`src/rtl/fcs_pkg.sv`:
```
`timescale 1ns/1ps
package fcs_pkg;

  typedef enum logic [3:0] {
    M_READ    = 4'd0,
    M_UNLK_A  = 4'd1,
    M_UNLK_B  = 4'd2,
    M_PSETUP  = 4'd3,
    M_ESETUP  = 4'd4,
    M_EUNLK_A = 4'd5,
    M_EUNLK_B = 4'd6,
    M_PROGRAM = 4'd7,
    M_ERASE   = 4'd8,
    M_SUSPEND = 4'd9,
    M_AUTOSEL = 4'd10,
    M_ERROR   = 4'd11
  } fcs_mode_e;

  typedef enum logic [1:0] {
    RD_ARRAY  = 2'd0,
    RD_STATUS = 2'd1,
    RD_ID     = 2'd2
  } fcs_rd_e;

  typedef enum logic [3:0] {
    K_NONE, K_UNL1, K_UNL2, K_AUTO, K_PROG, K_ESET,
    K_CHIP, K_SECT, K_SUSP, K_RST
  } fcs_kind_e;

  localparam logic [10:0] UNLOCK_A_ADDR = 11'h555;
  localparam logic [10:0] UNLOCK_B_ADDR = 11'h2AA;

  localparam logic [7:0] CMD_UNL1  = 8'hAA;
  localparam logic [7:0] CMD_UNL2  = 8'h55;
  localparam logic [7:0] CMD_AUTO  = 8'h90;
  localparam logic [7:0] CMD_PROG  = 8'hA0;
  localparam logic [7:0] CMD_ESET  = 8'h80;
  localparam logic [7:0] CMD_CHIP  = 8'h10;
  localparam logic [7:0] CMD_SECT  = 8'h30;
  localparam logic [7:0] CMD_SUSP  = 8'hB0;
  localparam logic [7:0] CMD_RST   = 8'hF0;

  // Modes in which an embedded operation consumes counter cycles
  function automatic logic mode_running(fcs_mode_e m);
    return (m == M_PROGRAM) || (m == M_ERASE);
  endfunction

  // Sector mask for an erase start: all sectors or exactly one
  function automatic logic [255:0] erase_mask(logic chip, logic [7:0] sect);
    logic [255:0] m;
    m = '0;
    if (chip) m = '1;
    else m[sect] = 1'b1;
    return m;
  endfunction

endpackage

```
`src/rtl/fcs_decode.sv`:
```
`timescale 1ns/1ps
module fcs_decode
  import fcs_pkg::*;
#(
  parameter int ADDR_W = 16
) (
  input  logic [ADDR_W-1:0] addr,
  input  logic [7:0]        data,
  output fcs_kind_e         kind
);

  localparam logic [ADDR_W-1:0] A_FIRST  = ADDR_W'(UNLOCK_A_ADDR);
  localparam logic [ADDR_W-1:0] A_SECOND = ADDR_W'(UNLOCK_B_ADDR);

  logic at_first, at_second;
  assign at_first  = (addr == A_FIRST);
  assign at_second = (addr == A_SECOND);

  always_comb begin
    kind = K_NONE;
    if (data == CMD_RST)       kind = K_RST;
    else if (data == CMD_SUSP) kind = K_SUSP;
    else if (data == CMD_SECT) kind = K_SECT;
    else if (at_first) begin
      unique case (data)
        CMD_UNL1: kind = K_UNL1;
        CMD_AUTO: kind = K_AUTO;
        CMD_PROG: kind = K_PROG;
        CMD_ESET: kind = K_ESET;
        CMD_CHIP: kind = K_CHIP;
        default:  kind = K_NONE;
      endcase
    end else if (at_second && data == CMD_UNL2) begin
      kind = K_UNL2;
    end
  end

endmodule

```
`src/rtl/fcs_timer.sv`:
```
`timescale 1ns/1ps
module fcs_timer #(
  parameter int LEN = 16
) (
  input  logic clk,
  input  logic rst_n,
  input  logic load,
  input  logic hold,
  input  logic abort,
  output logic busy_o,
  output logic expire_o
);

  localparam int CW = $clog2(LEN + 1);

  logic [CW-1:0] cnt;
  logic          busy;

  always_ff @(posedge clk or negedge rst_n) begin
    if (!rst_n) begin
      cnt  <= '0;
      busy <= 1'b0;
    end else if (abort) begin
      cnt  <= '0;
      busy <= 1'b0;
    end else if (load) begin
      cnt  <= CW'(LEN);
      busy <= 1'b1;
    end else if (busy && !hold) begin
      cnt <= cnt - CW'(1);
      if (cnt == CW'(1)) busy <= 1'b0;
    end
  end

  assign busy_o   = busy;
  assign expire_o = busy && !hold && (cnt == CW'(1));

endmodule

```
`src/rtl/fcs_rdsel.sv`:
```
`timescale 1ns/1ps
module fcs_rdsel
  import fcs_pkg::*;
#(
  parameter int SECT_W = 3
) (
  input  fcs_mode_e              mode,
  input  logic                   susp_ctx,
  input  logic [(1<<SECT_W)-1:0] sect_mask,
  input  logic [SECT_W-1:0]      rd_sector,
  output logic [1:0]             rd_sel
);

  localparam int NSECT = 1 << SECT_W;

  logic [NSECT-1:0] hit;

  for (genvar i = 0; i < NSECT; i++) begin : g_hit
    assign hit[i] = sect_mask[i] && (rd_sector == SECT_W'(i));
  end

  logic in_erased;
  assign in_erased = |hit;

  always_comb begin
    unique case (mode)
      M_PROGRAM, M_ERASE, M_ERROR: rd_sel = RD_STATUS;
      M_AUTOSEL:                   rd_sel = RD_ID;
      default:                     rd_sel = (susp_ctx && in_erased) ? RD_STATUS : RD_ARRAY;
    endcase
  end

endmodule

```
`src/rtl/flash_cmd_seq.sv`:
```
`timescale 1ns/1ps
module flash_cmd_seq
  import fcs_pkg::*;
#(
  parameter int ADDR_W    = 16,
  parameter int SECT_W    = 3,
  parameter int PROG_LEN  = 16,
  parameter int ERASE_LEN = 64
) (
  input  logic              clk,
  input  logic              rst_n,
  input  logic              wr_en,
  input  logic [ADDR_W-1:0] wr_addr,
  input  logic [7:0]        wr_data,
  input  logic [SECT_W-1:0] rd_sector,
  input  logic              op_err,
  output logic [3:0]        mode_o,
  output logic [1:0]        rd_sel_o,
  output logic              prog_start_o,
  output logic              erase_start_o,
  output logic              done_o
);

  localparam int NSECT = 1 << SECT_W;

  fcs_mode_e        state, nxt;
  logic             susp_ctx, nxt_susp;
  logic [NSECT-1:0] mask, nxt_mask;
  fcs_kind_e        wr_kind;
  fcs_mode_e        base;

  // Named internal events, also observed by the checker
  logic prog_load, erase_load, tmr_abort, done_ev;
  logic prog_busy, prog_expire, erase_busy, erase_expire;
  logic erase_hold;

  logic [SECT_W-1:0] wr_sect;
  assign wr_sect = wr_addr[ADDR_W-1 -: SECT_W];

  fcs_decode #(.ADDR_W(ADDR_W)) u_dec (
    .addr (wr_addr),
    .data (wr_data),
    .kind (wr_kind)
  );

  fcs_timer #(.LEN(PROG_LEN)) u_prog_tmr (
    .clk      (clk),
    .rst_n    (rst_n),
    .load     (prog_load),
    .hold     (1'b0),
    .abort    (tmr_abort),
    .busy_o   (prog_busy),
    .expire_o (prog_expire)
  );

  assign erase_hold = (state != M_ERASE);

  fcs_timer #(.LEN(ERASE_LEN)) u_erase_tmr (
    .clk      (clk),
    .rst_n    (rst_n),
    .load     (erase_load),
    .hold     (erase_hold),
    .abort    (tmr_abort),
    .busy_o   (erase_busy),
    .expire_o (erase_expire)
  );

  assign base = susp_ctx ? M_SUSPEND : M_READ;

  always_comb begin
    nxt        = state;
    nxt_susp   = susp_ctx;
    nxt_mask   = mask;
    prog_load  = 1'b0;
    erase_load = 1'b0;
    tmr_abort  = 1'b0;
    done_ev    = 1'b0;
    unique case (state)
      M_PROGRAM: begin
        if (op_err) begin
          nxt       = M_ERROR;
          tmr_abort = 1'b1;
        end else if (prog_expire) begin
          nxt     = base;
          done_ev = 1'b1;
        end
      end
      M_ERASE: begin
        if (op_err) begin
          nxt       = M_ERROR;
          tmr_abort = 1'b1;
        end else if (erase_expire) begin
          nxt      = M_READ;
          nxt_mask = '0;
          done_ev  = 1'b1;
        end else if (wr_en && wr_kind == K_SUSP) begin
          nxt      = M_SUSPEND;
          nxt_susp = 1'b1;
        end
      end
      M_ERROR: begin
        if (wr_en && wr_kind == K_RST) begin
          nxt      = M_READ;
          nxt_susp = 1'b0;
          nxt_mask = '0;
        end
      end
      M_AUTOSEL: begin
        if (wr_en && wr_kind == K_RST) nxt = base;
      end
      M_READ: begin
        if (wr_en && wr_kind == K_UNL1) nxt = M_UNLK_A;
      end
      M_SUSPEND: begin
        if (wr_en) begin
          if (wr_kind == K_UNL1) nxt = M_UNLK_A;
          else if (wr_kind == K_SECT) begin
            nxt      = M_ERASE;
            nxt_susp = 1'b0;
          end
        end
      end
      M_UNLK_A: begin
        if (wr_en) nxt = (wr_kind == K_UNL2) ? M_UNLK_B : base;
      end
      M_UNLK_B: begin
        if (wr_en) begin
          if (wr_kind == K_AUTO) nxt = M_AUTOSEL;
          else if (wr_kind == K_PROG) nxt = M_PSETUP;
          else if (wr_kind == K_ESET && !susp_ctx) nxt = M_ESETUP;
          else nxt = base;
        end
      end
      M_PSETUP: begin
        if (wr_en) begin
          if (wr_kind == K_RST) nxt = base;
          else begin
            nxt       = M_PROGRAM;
            prog_load = 1'b1;
          end
        end
      end
      M_ESETUP: begin
        if (wr_en) nxt = (wr_kind == K_UNL1) ? M_EUNLK_A : base;
      end
      M_EUNLK_A: begin
        if (wr_en) nxt = (wr_kind == K_UNL2) ? M_EUNLK_B : base;
      end
      M_EUNLK_B: begin
        if (wr_en) begin
          if (wr_kind == K_CHIP || wr_kind == K_SECT) begin
            nxt        = M_ERASE;
            erase_load = 1'b1;
            nxt_mask   = NSECT'(erase_mask(wr_kind == K_CHIP, 8'(wr_sect)));
          end else begin
            nxt = base;
          end
        end
      end
      default: nxt = M_READ;
    endcase
  end

  always_ff @(posedge clk or negedge rst_n) begin
    if (!rst_n) begin
      state         <= M_READ;
      susp_ctx      <= 1'b0;
      mask          <= '0;
      prog_start_o  <= 1'b0;
      erase_start_o <= 1'b0;
      done_o        <= 1'b0;
    end else begin
      state         <= nxt;
      susp_ctx      <= nxt_susp;
      mask          <= nxt_mask;
      prog_start_o  <= prog_load;
      erase_start_o <= erase_load;
      done_o        <= done_ev;
    end
  end

  assign mode_o = state;

  fcs_rdsel #(.SECT_W(SECT_W)) u_rdsel (
    .mode      (state),
    .susp_ctx  (susp_ctx),
    .sect_mask (mask),
    .rd_sector (rd_sector),
    .rd_sel    (rd_sel_o)
  );

endmodule

```
`config.mk`:
```
export PLATFORM = sky130hd
export DESIGN_NAME = flash_cmd_seq
export DESIGN_NICKNAME = d
export VERILOG_FILES = /design/src/rtl/fcs_pkg.sv /design/src/rtl/fcs_decode.sv /design/src/rtl/fcs_timer.sv /design/src/rtl/fcs_rdsel.sv /design/src/rtl/flash_cmd_seq.sv
export SDC_FILE = /design/constraint.sdc
export NUM_CORES = 1
export LEC_CHECK = 0
export BUFFER_PORTS_ARGS = -buffer_cell sky130_fd_sc_hd__buf_2
export CAP_MARGIN = 20
export CELL_PAD_IN_SITES_DETAIL_PLACEMENT = 1
export CELL_PAD_IN_SITES_GLOBAL_PLACEMENT = 1
export CORE_ASPECT_RATIO = 1.25
export CORE_MARGIN = 4
export CORE_UTILIZATION = 42
export CTS_CLUSTER_DIAMETER = 60
export CTS_CLUSTER_SIZE = 12
export DETAILED_ROUTE_END_ITERATION = 8
export PLACE_DENSITY = 0.91
export SLEW_MARGIN = 5
export SYNTH_ARGS = -nofsm -noshare
export SYNTH_HDL_FRONTEND = slang
export SYNTH_SLANG_ARGS = --single-unit
```
`constraint.sdc`:
```
create_clock -name clk -period 3 [get_ports clk]
set_input_delay 0.3 -clock clk [delete_from_list [all_inputs] [get_ports clk]]
set_output_delay 0.3 -clock clk [all_outputs]
set_load 0.01 [all_outputs]
```
# After elaboration in Yosys (flattened, before gate mapping)
# Index checks and enable logic that the tools add are counted.
[word_totals]
regBits = 30
latch_bits = 0
ram_bits = 0
rom_bits = 0
in_bits = 31
output_inout_bits = 9
memories = 0
[classes]
n_addsub = 2
multipliers = 0
div_mod_pow = 0
order_cmp = 2
n_eq_ne = 61
n_shift = 0
muxes = 79
bitwise_logic = 0
reduce_logical = 35
[ops]
columns = ["cell", "n"]
rows = [
  ["$mux 4", 30],
  ["$eq 8x8->1 const B", 6],
  ["$mux 8", 6],
  ["$pmux 4 s12", 1],
  ["$ne 2x2->1 const B", 17],
  ["$eq 4x3->1 const B", 8],
  ["$mux 1", 29],
  ["$eq 4x4->1 const B", 6],
  ["$pmux 8 s3", 1],
  ["$mux 7", 3],
  ["$logic_and 1x1->1", 18],
  ["$eq 16x10->1 const B", 1],
  ["$eq 16x11->1 const B", 1],
  ["$eq 4x2->1 const B", 4],
  ["$mux 5", 3],
  ["$pmux 3 s5", 1],
  ["$reduce_bool 3->1", 5],
  ["$reduce_and 13->1", 1],
  ["$eq 3x3->1 const B", 4],
  ["$lt 3x9->1 const B", 1],
  ["$eq 4x1->1 const B", 2],
  ["$eq 8x5->1 const B", 1],
  ["$eq 8x6->1 const B", 1],
  ["$eq 8x7->1 const B", 1],
  ["other kinds (24)", 28],
]

# Depth between registers and ports, before layout
# Gate-level depths: netlist (run 1).
[depth]
depth_word = 14
ltp_mapped = 9
depth_no_buf = 8

# Modules after synthesis
# From an unflattened synthesis (run 1), not the netlist that was laid out.
[hier_totals]
cells_unflattened = 277
hier_area_um2 = 2477.4
[modules_own_cells]
columns = ["mod", "n_inst", "cells_per_inst", "area_each_um2", "seq_area_each_um2"]
rows = [
  ["flash_cmd_seq", 1, 155, 1346.3, 400.4],
  ["fcs_timer at u_erase_tmr", 1, 45, 432.9, 200.2],
  ["fcs_timer at u_prog_tmr", 1, 32, 332.8, 150.1],
  ["fcs_decode", 1, 28, 241.5, 0.0],
  ["fcs_rdsel", 1, 17, 123.9, 0.0],
]

# Worst setup path before layout (run 1)
# OpenSTA, ideal clock, no wires.
[synth_path]
path_kind = "register to register"
from = "reg state[0] (netlist: mode_o[0])"
to = "reg mask[3]"
arrival_ns = 2.034
t_required_ns = 2.904
path_slack_ns = 0.870
path_stages_with_launch = 8
path_buffers = 2
period_less_slack_ns = 2.130
path_cell_list = "dfrtp_1 buf_2 nor4bb_1 nand2_1 a221oi_1 o21ai_2 clkbuf_1 o31ai_1"
[synth_via]
elab_chain_cells = 6
word_cells_on_any_way = 15
cone_classes = "eq/ne: 9; mux: 1; reduce/logical: 5"
[synth_lines]
columns = ["element", "line_no", "text"]
rows = [
  ["start, declared", "flash_cmd_seq.sv:26", "fcs_mode_e state, nxt;"],
  ["start signal, assigned", "flash_cmd_seq.sv:173", "state <= nxt;"],
  ["$ne 4x4->1", "flash_cmd_seq.sv:56", "assign erase_hold = (state != M_ERASE);"],
  ["$logic_not 1->1", "fcs_timer.sv:36", "assign expire_o = busy && !hold && (cnt == CW'(1));"],
  ["$logic_and 1x1->1 (2 in a row)", "fcs_timer.sv:36", ""],
  ["$ne 2x2->1 (no source line)", "-", ""],
  ["$reduce_and 6->1 (no source line)", "-", ""],
  ["end signal, assigned", "flash_cmd_seq.sv:175", "mask <= nxt_mask;"],
  ["end, declared", "flash_cmd_seq.sv:28", "logic [NSECT-1:0] mask, nxt_mask;"],
]
# Parallel ways exist; a longest one is shown, timed or not.
# A chain may end at the register's enable or synchronous reset.

# Worst setup path in the final report (run 1)
[layout_path]
from = "reg state[2] (netlist: mode_o[2])"
to = "reg mask[3]"
# The elaborated chain is that of the path after synthesis.

==> results of run 1 <==
registers in the layout, indices dropped and copies added (netlist names):
signal,count
done_o,1
erase_start_o,1
mask,8
mode_o,4
prog_start_o,1
susp_ctx,1
u_erase_tmr.busy_o,1
u_erase_tmr.cnt,7
u_prog_tmr.busy_o,1
u_prog_tmr.cnt,5
worst max-delay path: stages (launching register included):
cell,delay (ns)
dfrtp_1,0.60
buf_4,0.26
nor4bb_1,0.59
nand2_1,0.16
a221oi_1,0.39
o21ai_2,0.28
o31ai_1,0.33
layout make-up:
class,count,area [um2]
fill,674,2718
multi-input combinational,225,1533
sequential,30,750.7
timing repair buffer,47,255.2
clock buffer,7,86.33
tap,64,80.08
inverter,14,52.55
clock inverter,1,5.005
logic make-up after synthesis:
group	after synthesis
AND/OR/NAND/NOR	132
AO/OA/AOI/OAI	75
flip-flops	30
buffers and inverters	27
XOR/XNOR	9
multiplexers	5
adder cells (fa/ha/maj)	4
cells in the final DEF, fill, tap and decap left out, types with 3 or more instances in the layout:
cell type	n
a31oi_1	11
nor4_1	5
nand3b_1	3
o31ai_1	8
ha_1	4
buf_4	8
buf_2	39
and2_1	3
nand2_1	25
nor2_1	30
nor2b_1	7
nor4b_1	5
nand3_1	10
clkbuf_8	6
nor3_1	14
inv_1	14
nor4bb_1	5
o21ai_0	8
and4b_1	3
xnor2_1	7
a21oi_1	17
dfrtp_1	30
per-layer routing:
metal,up-vias,wire (um),share of wire
met3,21,281,0.038
met4,0,246,0.033
met5,-,0,0
li1,1148,-,-
met1,1175,2908,0.39
met2,62,3989,0.54
worst paths after layout:
check,start,to,slack (ns),cells after the start
setup / recovery,mode_o[2]$_DFFE_PN0P_,mask[3]$_DFFE_PN0P_,0.30,6
min in group clk,op_err,done_o$_DFF_PN0_,0.27,2
max in group asynchronous,rst_n,u_prog_tmr.cnt[1]$_DFFE_PN0P_,2.51,1
hold reg to reg,mask[6]$_DFFE_PN0P_,mask[6]$_DFFE_PN0P_,0.48,2
setup reg to reg,mode_o[2]$_DFFE_PN0P_,mask[3]$_DFFE_PN0P_,0.30,6
hold / removal,rst_n,u_erase_tmr.cnt[3]$_DFFE_PN0P_,0.05,1
through the flow:
step / area, um2 / instances / total power, mW / hold WS, ns
2_1_floorplan: 2392 / 282 / 1.458 / 0.004409
3_3_place_gp: 2671 / 380 / 1.740 / 0.3704
3_5_place_dp: 2671 / 380 / 1.794 / 0.3906
4_1_cts: 2763 / 388 / 2.165 / 0.06754
5_1_grt: 2763 / 388 / 2.329 / 0.1072
6_report: 2763 / 388 / 2.153 / 0.04625
report_power, final:
| part | internal, mW | switching, mW | leakage [nW] |
|---|---|---|---|
| Combinational | 0.470 | 0.617 | 0.754 |
| Sequential | 0.516 | 0.203 | 0.401 |
| Clock | 0.185 | 0.162 | 0.0482 |
==> qor.yml, run 1 <==
synth.distinct_cells: 65
synth_largest_area_cell: "dfrtp_1"
dieWidth_um: 75.51
num_vias: 2406
grt_pass1_vias: 2635
yosys.area_share.simple: 0.3232
synthTopCellsByCount: "dfrtp_1, nor2_1, nand2_1"
synth_area_um2: 2392
finalCriticalPeriod_ns: 2.703
skew_ns: 0.006250
async_flop_share: 1.000
cts-htree-levels: 2
finalSetupTns_ns: 0
area_delta_synth_final_pct: 15.48
io_buffers: 39
clk_pin_slew_ns: 0.07
grt_max_degree: 31
antenna_found_initial: 0
start_kind: "flip-flop"
grt_overflow: 0
cts_buffers: 5
cts-resized-gates: 0
slew_violations: 0
max_cap_viol_count: 0
fp-row-count: 30
synth_top_family_by_area: "simple AND/OR/NAND/NOR gates"
drtIter0Drc: 74
ant_nets: 0
pin_count: 40
drive_gt1_frac: 0.2160
worst-slew-pin-transition_ns: 0.7011
use_met2: 0.4114
tritoncts: "yes"
path_class: "flip-flop to flip-flop"
netlist.area_leader.share: 0.3138
cp-end-kind: "flip-flop"
synth_compound_area_frac: 0.2317
drc: 0
arrival_ns: 2.89
power_density_nw_per_um2: 779.3
clock-sinks: 30
use_met1: 0.2532
ir_drop_uv: 268.7
worst_slack_ns: 0.2971
synth_edf_count: 0
core_area_um2: 5480
top_usage_layer: "met2"
synth_area_per_cell_um2: 8.483
critPathMaxFanout: 16
post-cts-setup-buffers: 0
synth_cells: 282
first_pass_iters: 4
critical_path_required_ns: 3.19
grtUsageMet3: 0.03692
pre_cts_ws_ns: 0.4026
ys.flop_type: "dfrtp_1"
grt_pass1_wl_mm: 12.43
leakage_nw: 1.204
fp.dieArea_um2: 6975
yosysWarnings: 0
via_per_inst: 6.201
synth_area_leaders: "dfrtp_1, nor2_1, nand2_1"
worst_slew_margin_rel: 0.5262
hpwlAfterDp_mm: 5.663
wl_per_cell_um: 19.14
syn-num-nets: 317
timing_hold_violations_final: 0
hold_path_class: "input port to async pin"
synth_xor_area_frac: 0.03295
globalplace.congestion: 0.8945
setup_viol: 0
fin_crit_sh: 0.9010
muxShareOfSynthArea: 0.03190
clockRootBuffer: "clkbuf_8"
yosys.area_share.adder: 0.02092
rsz0062_at_grt: "no"
status: "completed"
ys_seq_area_frac: 0.3138
fin_util: 0.5041
initial_core_util: 0.4365
finalNetCount: 358
fmax_mhz: 370.0
hold_buffers: 0
ys_seq_elements: 30
diodes: 0
wirelength_mm: 7.426
clk_latency_ns: 0.29
die_h_um: 92.38
track_usage: 0.2295
cts-root-to-sink-buffers: 2
Power figures use the tool's default switching activity.
==> run 2, diff against run 1 <==
ABC_AREA = 1   (was unset)
CORE_UTILIZATION = 40   (was 42)
GPL_TIMING_DRIVEN = 0   (was unset)
==> run 2 against run 1 <==
First-iteration DRC count rose by 64%; synthesized area increased by 9.0%; power shrank 7.4%; critical path depth is 7 higher.
==> qor.yml, run 2 <==
status: "completed"
yosysMostFrequentCell: "nand2_1"
max_flop_register: "mask"
timing_hold_violations_final: 0  # unchanged
final_cell_mix: "nand2_1, inv_1, nor2_1, buf_2, dfrtp_1"
fp-row-count: 32  # +6.7%
synth_area_um2: 2608  # +9.0%
ant_nets: 0  # unchanged
cts-htree-levels: 2  # unchanged
yosysWarnings: 0  # unchanged
power_density_nw_per_um2: 664.6  # -15%
cp-end-kind: "flip-flop"
tritoncts: "yes"
fin_crit_sh: 0.6744  # -0.2266
clockRootBuffer: "clkbuf_8"
wl_per_cell_um: 13.78  # -28%
fp.dieArea_um2: 7883  # +13%
die_h_um: 98.27  # +6.4%
path_buf_inv: 1  # unchanged
p_seq_frac: 0.312  # -0.022
critical_path_required_ns: 3.18  # about the same
critPathMaxFanout: 7  # -9
ir_drop_uv: 229.0  # -15%
num_vias: 2779  # +16%
clk_pin_slew_ns: 0.07  # about the same
ys.flop_type: "dfrtp_1"
placed_cells: 532  # +40%
async_flop_share: 1.000  # unchanged
worst_r2r_endpoint: "mode_o[0]$_DFFE_PN0P_"
fmax_mhz: 494.3  # +34%
rrSetupSlack_ns: 0.98  # +0.68 ns
skew_ns: 0.006654  # +0.0004043 ns
grt_pass1_wl_mm: 12.84  # +3.3%
post-cts-setup-buffers: 0  # unchanged
finalSetupTns_ns: 0  # unchanged
drc: 0  # unchanged
leakage_nw: 1.641  # +36%
io_buffers: 39  # unchanged
largest_registers: "mask: 8 flops, u_erase_tmr.cnt: 7 flops, u_prog_tmr.cnt: 5 flops"
path_cells: "inv_2 > nor2_4 > nand2_2 > nor2_8 > nand4_4 > o21ai_4 > nand2_1 > nor2_1 > nand2_1 > nor2_1 > nand3_1 > nand2_1 > nand2_1"
path_class: "flip-flop to flip-flop"
largest_reg_flops: 8  # unchanged
slew_violations: 0  # unchanged
p_sw_frac: 0.4764  # +0.02036
cpMostUsedCell: "nand2_1"
max_cap_viol_count: 0  # unchanged
rsz0062_at_grt: "no"
core_area_um2: 6246  # +14%
hpwlAfterDp_mm: 6.168  # +8.9%
clk_latency_ns: 0.28  # about the same
cts_buffers: 5  # unchanged
cts-root-to-sink-buffers: 2  # unchanged
drtIter0Drc: 121  # +64%
finalNetCount: 489  # +37%
antenna_found_initial: 0  # unchanged
grt_pass1_vias: 2904  # +10%
start_kind: "flip-flop"
synthTopCellsByCount: "nand2_1, inv_1, nor2_1"
ys_seq_area_frac: 0.2879  # -0.02590
pin_count: 40  # unchanged
initial_core_util: 0.4175  # -0.01906
arrival_ns: 2.20  # -0.69 ns
synth_area_per_cell_um2: 6.391  # -25%
finalCriticalPeriod_ns: 2.023  # -0.6797 ns
grt_overflow: 0  # unchanged
intPower_mw: 1.044  # -11%
synth.distinct_cells: 37  # -43%
rr_worst_depth: 13  # +7
synth_area_leaders: "dfrtp_1, nand2_1, inv_1"
hold_path_class: "input port to async pin"
cpPeakStageDelay_ns: 0.48  # -0.12 ns
netSwitchingPower_mw: 0.9499  # -3.2%
hold_buffers: 0  # unchanged
final_common_cell: "nand2_1"
globalplace.congestion: 0.8992  # +0.53%
track_usage: 0.2023  # -0.02723
worst_path_dominant_cell_family: "simple AND/OR/NAND/NOR gates"
ys_seq_elements: 30  # unchanged
clock-sinks: 30  # unchanged
netlist.area_leader.share: 0.2879  # -0.02590
finalNonFillerCells: 540  # +39%
worst_slew_margin_rel: 0.5249  # -0.001261
power_frac_clock: 0.169  # +0.008
cts-resized-gates: 0  # unchanged
diodes: 0  # unchanged
dieWidth_um: 80.22  # +6.2%
worst-slew-pin-transition_ns: 0.7126  # +0.01145 ns
combPwrFrac: 0.519  # +0.014
syn-num-nets: 443  # +40%
synth_largest_area_cell: "dfrtp_1"
first_pass_iters: 4  # unchanged
drive_gt1_frac: 0.1912  # -0.02484
wirelength_mm: 7.439  # +0.18%
synth_edf_count: 0  # unchanged
area_delta_synth_final_pct: 15.07
r2r_start: "mode_o[3]$_DFFE_PN0P_"
setup_viol: 0  # unchanged
fin_hold_ws_ns: 0.06087  # +0.01462 ns
slowest_stage: "dfrtp_1"
nFillCells: 885  # +31%
via_per_inst: 5.146  # -17%
synth_cells: 408  # +45%
grt_max_degree: 31  # unchanged
[run 2: cells by family (layout without fill, tap and decap cells)]
kind of cell	after synthesis	after routing	share of synthesized area
AOI/OAI and AO/OA	45	45	0.1056
xor gates and xnor gates	6	6	0.02015
adders and majority gates	4	4	0.01919
buffers and inverters	74	121	0.1075
DFF	30	30	0.2879
muxes	1	1	0.003839
and+or+nand+nor	248	248	0.4558
[run 2: layout make-up]
cell class	instances	area, um2	share of cell area
clock buffer	7	86.33	0.02877
clock inverter	1	5.005	0.001668
inverter	74	280.3	0.09341
multi-input combinational	304	1577	0.5254
sequential	30	750.7	0.2502
tap	85	106.4	0.03545
timing repair buffer	39	195.2	0.06505
[run 2: power by group through the flow]
stage	combinational [mW]	clock, mW	sequential (mW)
4_1_cts	1.04	0.347	0.621
2_1_floorplan	0.750	0	0.602
3_3_place_gp	0.965	0	0.617
6_report	1.03	0.337	0.623
3_5_place_dp	1.03	0	0.627
5_1_grt	1.18	0.373	0.635
[run 2: through the flow]
step / setup WS [ns] / instance area (um2) / power (mW) / utilization
4_1_cts: 0.9673 / 3000 / 2.011 / 0.4804
2_1_floorplan: 1.297 / 2608 / 1.352 / -
6_report: 0.9769 / 3000 / 1.994 / 0.4804
3_5_place_dp: 0.9768 / 2909 / 1.658 / 0.4657
3_3_place_gp: 1.048 / 2909 / 1.582 / 0.4657
5_1_grt: 0.7639 / 3000 / 2.187 / 0.4804
[run 2: worst max-delay path by stage]
stage                                  endpoint                  start  cells after the start  slack [ns]
final                     mode_o[0]$_DFFE_PN0P_  mode_o[3]$_DFFE_PN0P_                     13        0.98
after global routing      mode_o[0]$_DFFE_PN0P_  mode_o[0]$_DFFE_PN0P_                     12        0.76
after CTS                 mode_o[0]$_DFFE_PN0P_  mode_o[3]$_DFFE_PN0P_                     13        0.97
after detailed placement  mode_o[2]$_DFFE_PN0P_             wr_data[1]                     11        0.98
after global placement    mode_o[2]$_DFFE_PN0P_             wr_data[1]                     11        1.05
after floorplan           mode_o[0]$_DFFE_PN0P_  mode_o[1]$_DFFE_PN0P_                     12        1.30
[run 2: routing by layer]
metal  vias up  routed length, um  global-route usage
li1       1381                  -                   -
met1      1320               2865              0.2156
met2        63               4136              0.3916
met3        15                257             0.03044
met4         0                180             0.06762
met5         -                  0                   0
==> run 3, diff against run 2 <==
ABC_AREA = 0   (was 1)
CORE_UTILIZATION = 38   (was 40)
PLACE_DENSITY = 0.87   (was 0.91)
clock period = 1.65 ns   (was 3 ns; I/O delays follow)
==> run 3 against run 2 <==
The flow now finishes with violations (negative setup slack); sequential share of layout area decreased by 3.0 points; final cell count down 19%; count of clock-buffer cells in the layout unchanged; final area is 14% higher; critical path depth shrank 6; global-route usage increased by 2.4 points.
==> qor.yml, run 3 (same netlist as run 1, synthesis figures left out) <==
fp-row-count: 32  # unchanged
clock-sinks: 30  # unchanged
finalNonFillerCells: 439  # -19%
nFillCells: 722  # -18%
power_density_nw_per_um2: 1507  # +130%
finalCriticalPeriod_ns: 2.075  # +0.05195 ns
io_buffers: 38  # -2.6%
antenna_found_initial: 0  # unchanged
hold_path_class: "input port to flip-flop"
clk_latency_ns: 0.28  # about the same
clockRootBuffer: "clkbuf_8"
max_flop_register: "mask"
max_cap_viol_count: 0  # unchanged
grt_pass1_wl_mm: 13.92  # +8.4%
first_pass_iters: 4  # unchanged
use_met1: 0.2425  # +0.02694
fp.dieArea_um2: 7637  # -3.1%
placed_cells: 405  # -24%
diodes: 0  # unchanged
intPower_mw: 2.799  # +170%
cts-htree-levels: 2  # unchanged
cts_buffers: 5  # unchanged
rrSetupSlack_ns: -0.43  # -1.40 ns
timing_hold_violations_final: 0  # unchanged
multi_input_area_um2: 1894  # +20%
die_h_um: 96.71  # -1.6%
seq_area_um2: 753.2  # +0.33%
worst-slew-pin-transition_ns: 0.8722  # +0.1597 ns
fin_util: 0.5590  # +0.07866
largest_registers: "mask: 8 flops, u_erase_tmr.cnt: 7 flops, u_prog_tmr.cnt: 5 flops"
tritoncts: "yes"
combPwrFrac: 0.645  # +0.126
core_area_um2: 6126  # -1.9%
area_delta_synth_final_pct: 43.15
skew_ns: 0.003651  # -0.003003 ns
cp-end-kind: "flip-flop"
grtUsageMet3: 0.03445  # +0.004008
finalSetupTns_ns: -6.040  # -6.040 ns
globalplace.congestion: 0.9006  # +0.16%
ant_nets: 0  # unchanged
use_met2: 0.4228  # +0.03125
critPathMaxFanout: 10  # +3
drc: 0  # unchanged
fin_crit_sh: 1.258  # +0.5832
dieWidth_um: 78.97  # -1.6%
failed_checks: "negative setup slack"
initial_core_util: 0.3905  # -0.02695
critical_path_required_ns: 1.84  # -1.34 ns
cts-root-to-sink-buffers: 2  # unchanged
wl_per_cell_um: 20.07  # +46%
ir_drop_uv: 472.5  # +110%
via_per_inst: 6.021  # +17%
p_seq_frac: 0.237  # -0.075
rsz0062_at_grt: "yes"
hp-start: "op_err"
grt_max_degree: 31  # unchanged
final_common_cell: "buf_2"
clk_pin_slew_ns: 0.06  # about the same
grt_pass1_vias: 2881  # -0.79%
fmax_mhz: 481.9  # -2.5%
r2r_start: "mode_o[0]$_DFFE_PN0P_"
startpoint: "mode_o[0]$_DFFE_PN0P_"
p_total_mw: 5.160  # +160%
slew_violations: 0  # unchanged
path_class: "flip-flop to flip-flop"
largest_reg_flops: 8  # unchanged
pin_count: 40  # unchanged
top_usage_layer: "met2"
p_sw_frac: 0.4576  # -0.01878
worst_slew_margin_rel: 0.4132  # -0.1118
finalNetCount: 388  # -21%
arrival_ns: 2.26  # +0.06 ns
wirelength_mm: 8.810  # +18%
power_frac_clock: 0.118  # -0.051
start_kind: "flip-flop"
netSwitchingPower_mw: 2.361  # +150%
drive_gt1_frac: 0.4181  # +0.2269
track_usage: 0.2259  # +0.02362
setup_viol: 22  # +22
num_vias: 2643  # -4.9%
leakage_nw: 1.437  # -12%
drtIter0Drc: 115  # -5.0%
worst_slack_ns: -0.4251  # -1.402 ns
final_cell_mix: "buf_2, dfrtp_1, nor2_1, buf_4, nand2_1"
hpwlAfterDp_mm: 5.656  # -8.3%
status: "complete, but fails checks"
grt_overflow: 0  # unchanged
[run 3: changes by cell type in the layout (fill, tap and decap cells not counted), sizes merged, moves of 15 or more]
cell and change:
nand2 -99, inv -60, nor2 -38, buf +32, nand3 -22, o21ai -15
[run 3: worst max-delay path, cell delays in order (launching register included)]
cell and delay (ns):
dfrtp_2 0.44, buf_6 0.16, nor4bb_4 0.38, nand2_1 0.13, a221oi_2 0.34, o21ai_4 0.13, buf_4 0.17, o31ai_2 0.23
[run 3: power groups by stage]
stage	clock network, mW	registers (mW)	logic (mW)
after floorplan	0	1.16	1.70
final	0.610	1.22	3.33
after detailed placement	0	1.18	2.31
after CTS	0.617	1.19	2.95
after global placement	0	1.16	2.24
after global routing	0.645	1.25	3.60
[run 3: metrics by stage]
stage | hold slack (ns) | setup slack, ns | area, um2
after floorplan | -0.1306 | -0.3274 | 2496
after global placement | 0.2330 | -0.7405 | 2793
after detailed placement | 0.2523 | -0.7581 | 2793
after CTS | 0.1721 | -0.3653 | 3274
after global routing | 0.2127 | -0.5214 | 3425
final | 0.2064 | -0.4251 | 3425
[run 3: final cells by class]
type / count / area share
clock buffers: 7 / 0.02521
flip-flops and latches: 30 / 0.2199
inverters: 14 / 0.01535
clock inverters: 1 / 0.001461
plain buffers: 13 / 0.03836
repair buffers: 64 / 0.1155
well taps: 85 / 0.03106
multi-input cells: 225 / 0.5532
[run 3: final timing paths]
kind                            cells past startpoint               endpoint
worst max-delay path                                7    mask[1]$_DFFE_PN0P_
worst min-delay path                                2       done_o$_DFF_PN0_
worst max register to register                      7    mask[1]$_DFFE_PN0P_
worst min register to register                      2    mask[4]$_DFFE_PN0P_
max in group asynchronous                           2  mode_o[0]$_DFFE_PN0P_
min in group asynchronous                           2    mask[7]$_DFFE_PN0P_
[run 3: per-layer routing]
layer / share of wire / wire length [um]
met5: 0 / 0
met4: 0.035 / 312
met2: 0.54 / 4766
met1: 0.38 / 3391
met3: 0.038 / 339
[run 3: repair_timing]
item,in CTS,in global routing
buffers inserted,20,5
hold buffers,1,0
resized for setup,55,30
endpoints found under the hold margin,30,0
pin swaps,16,7
setup endpoints to repair,30,29
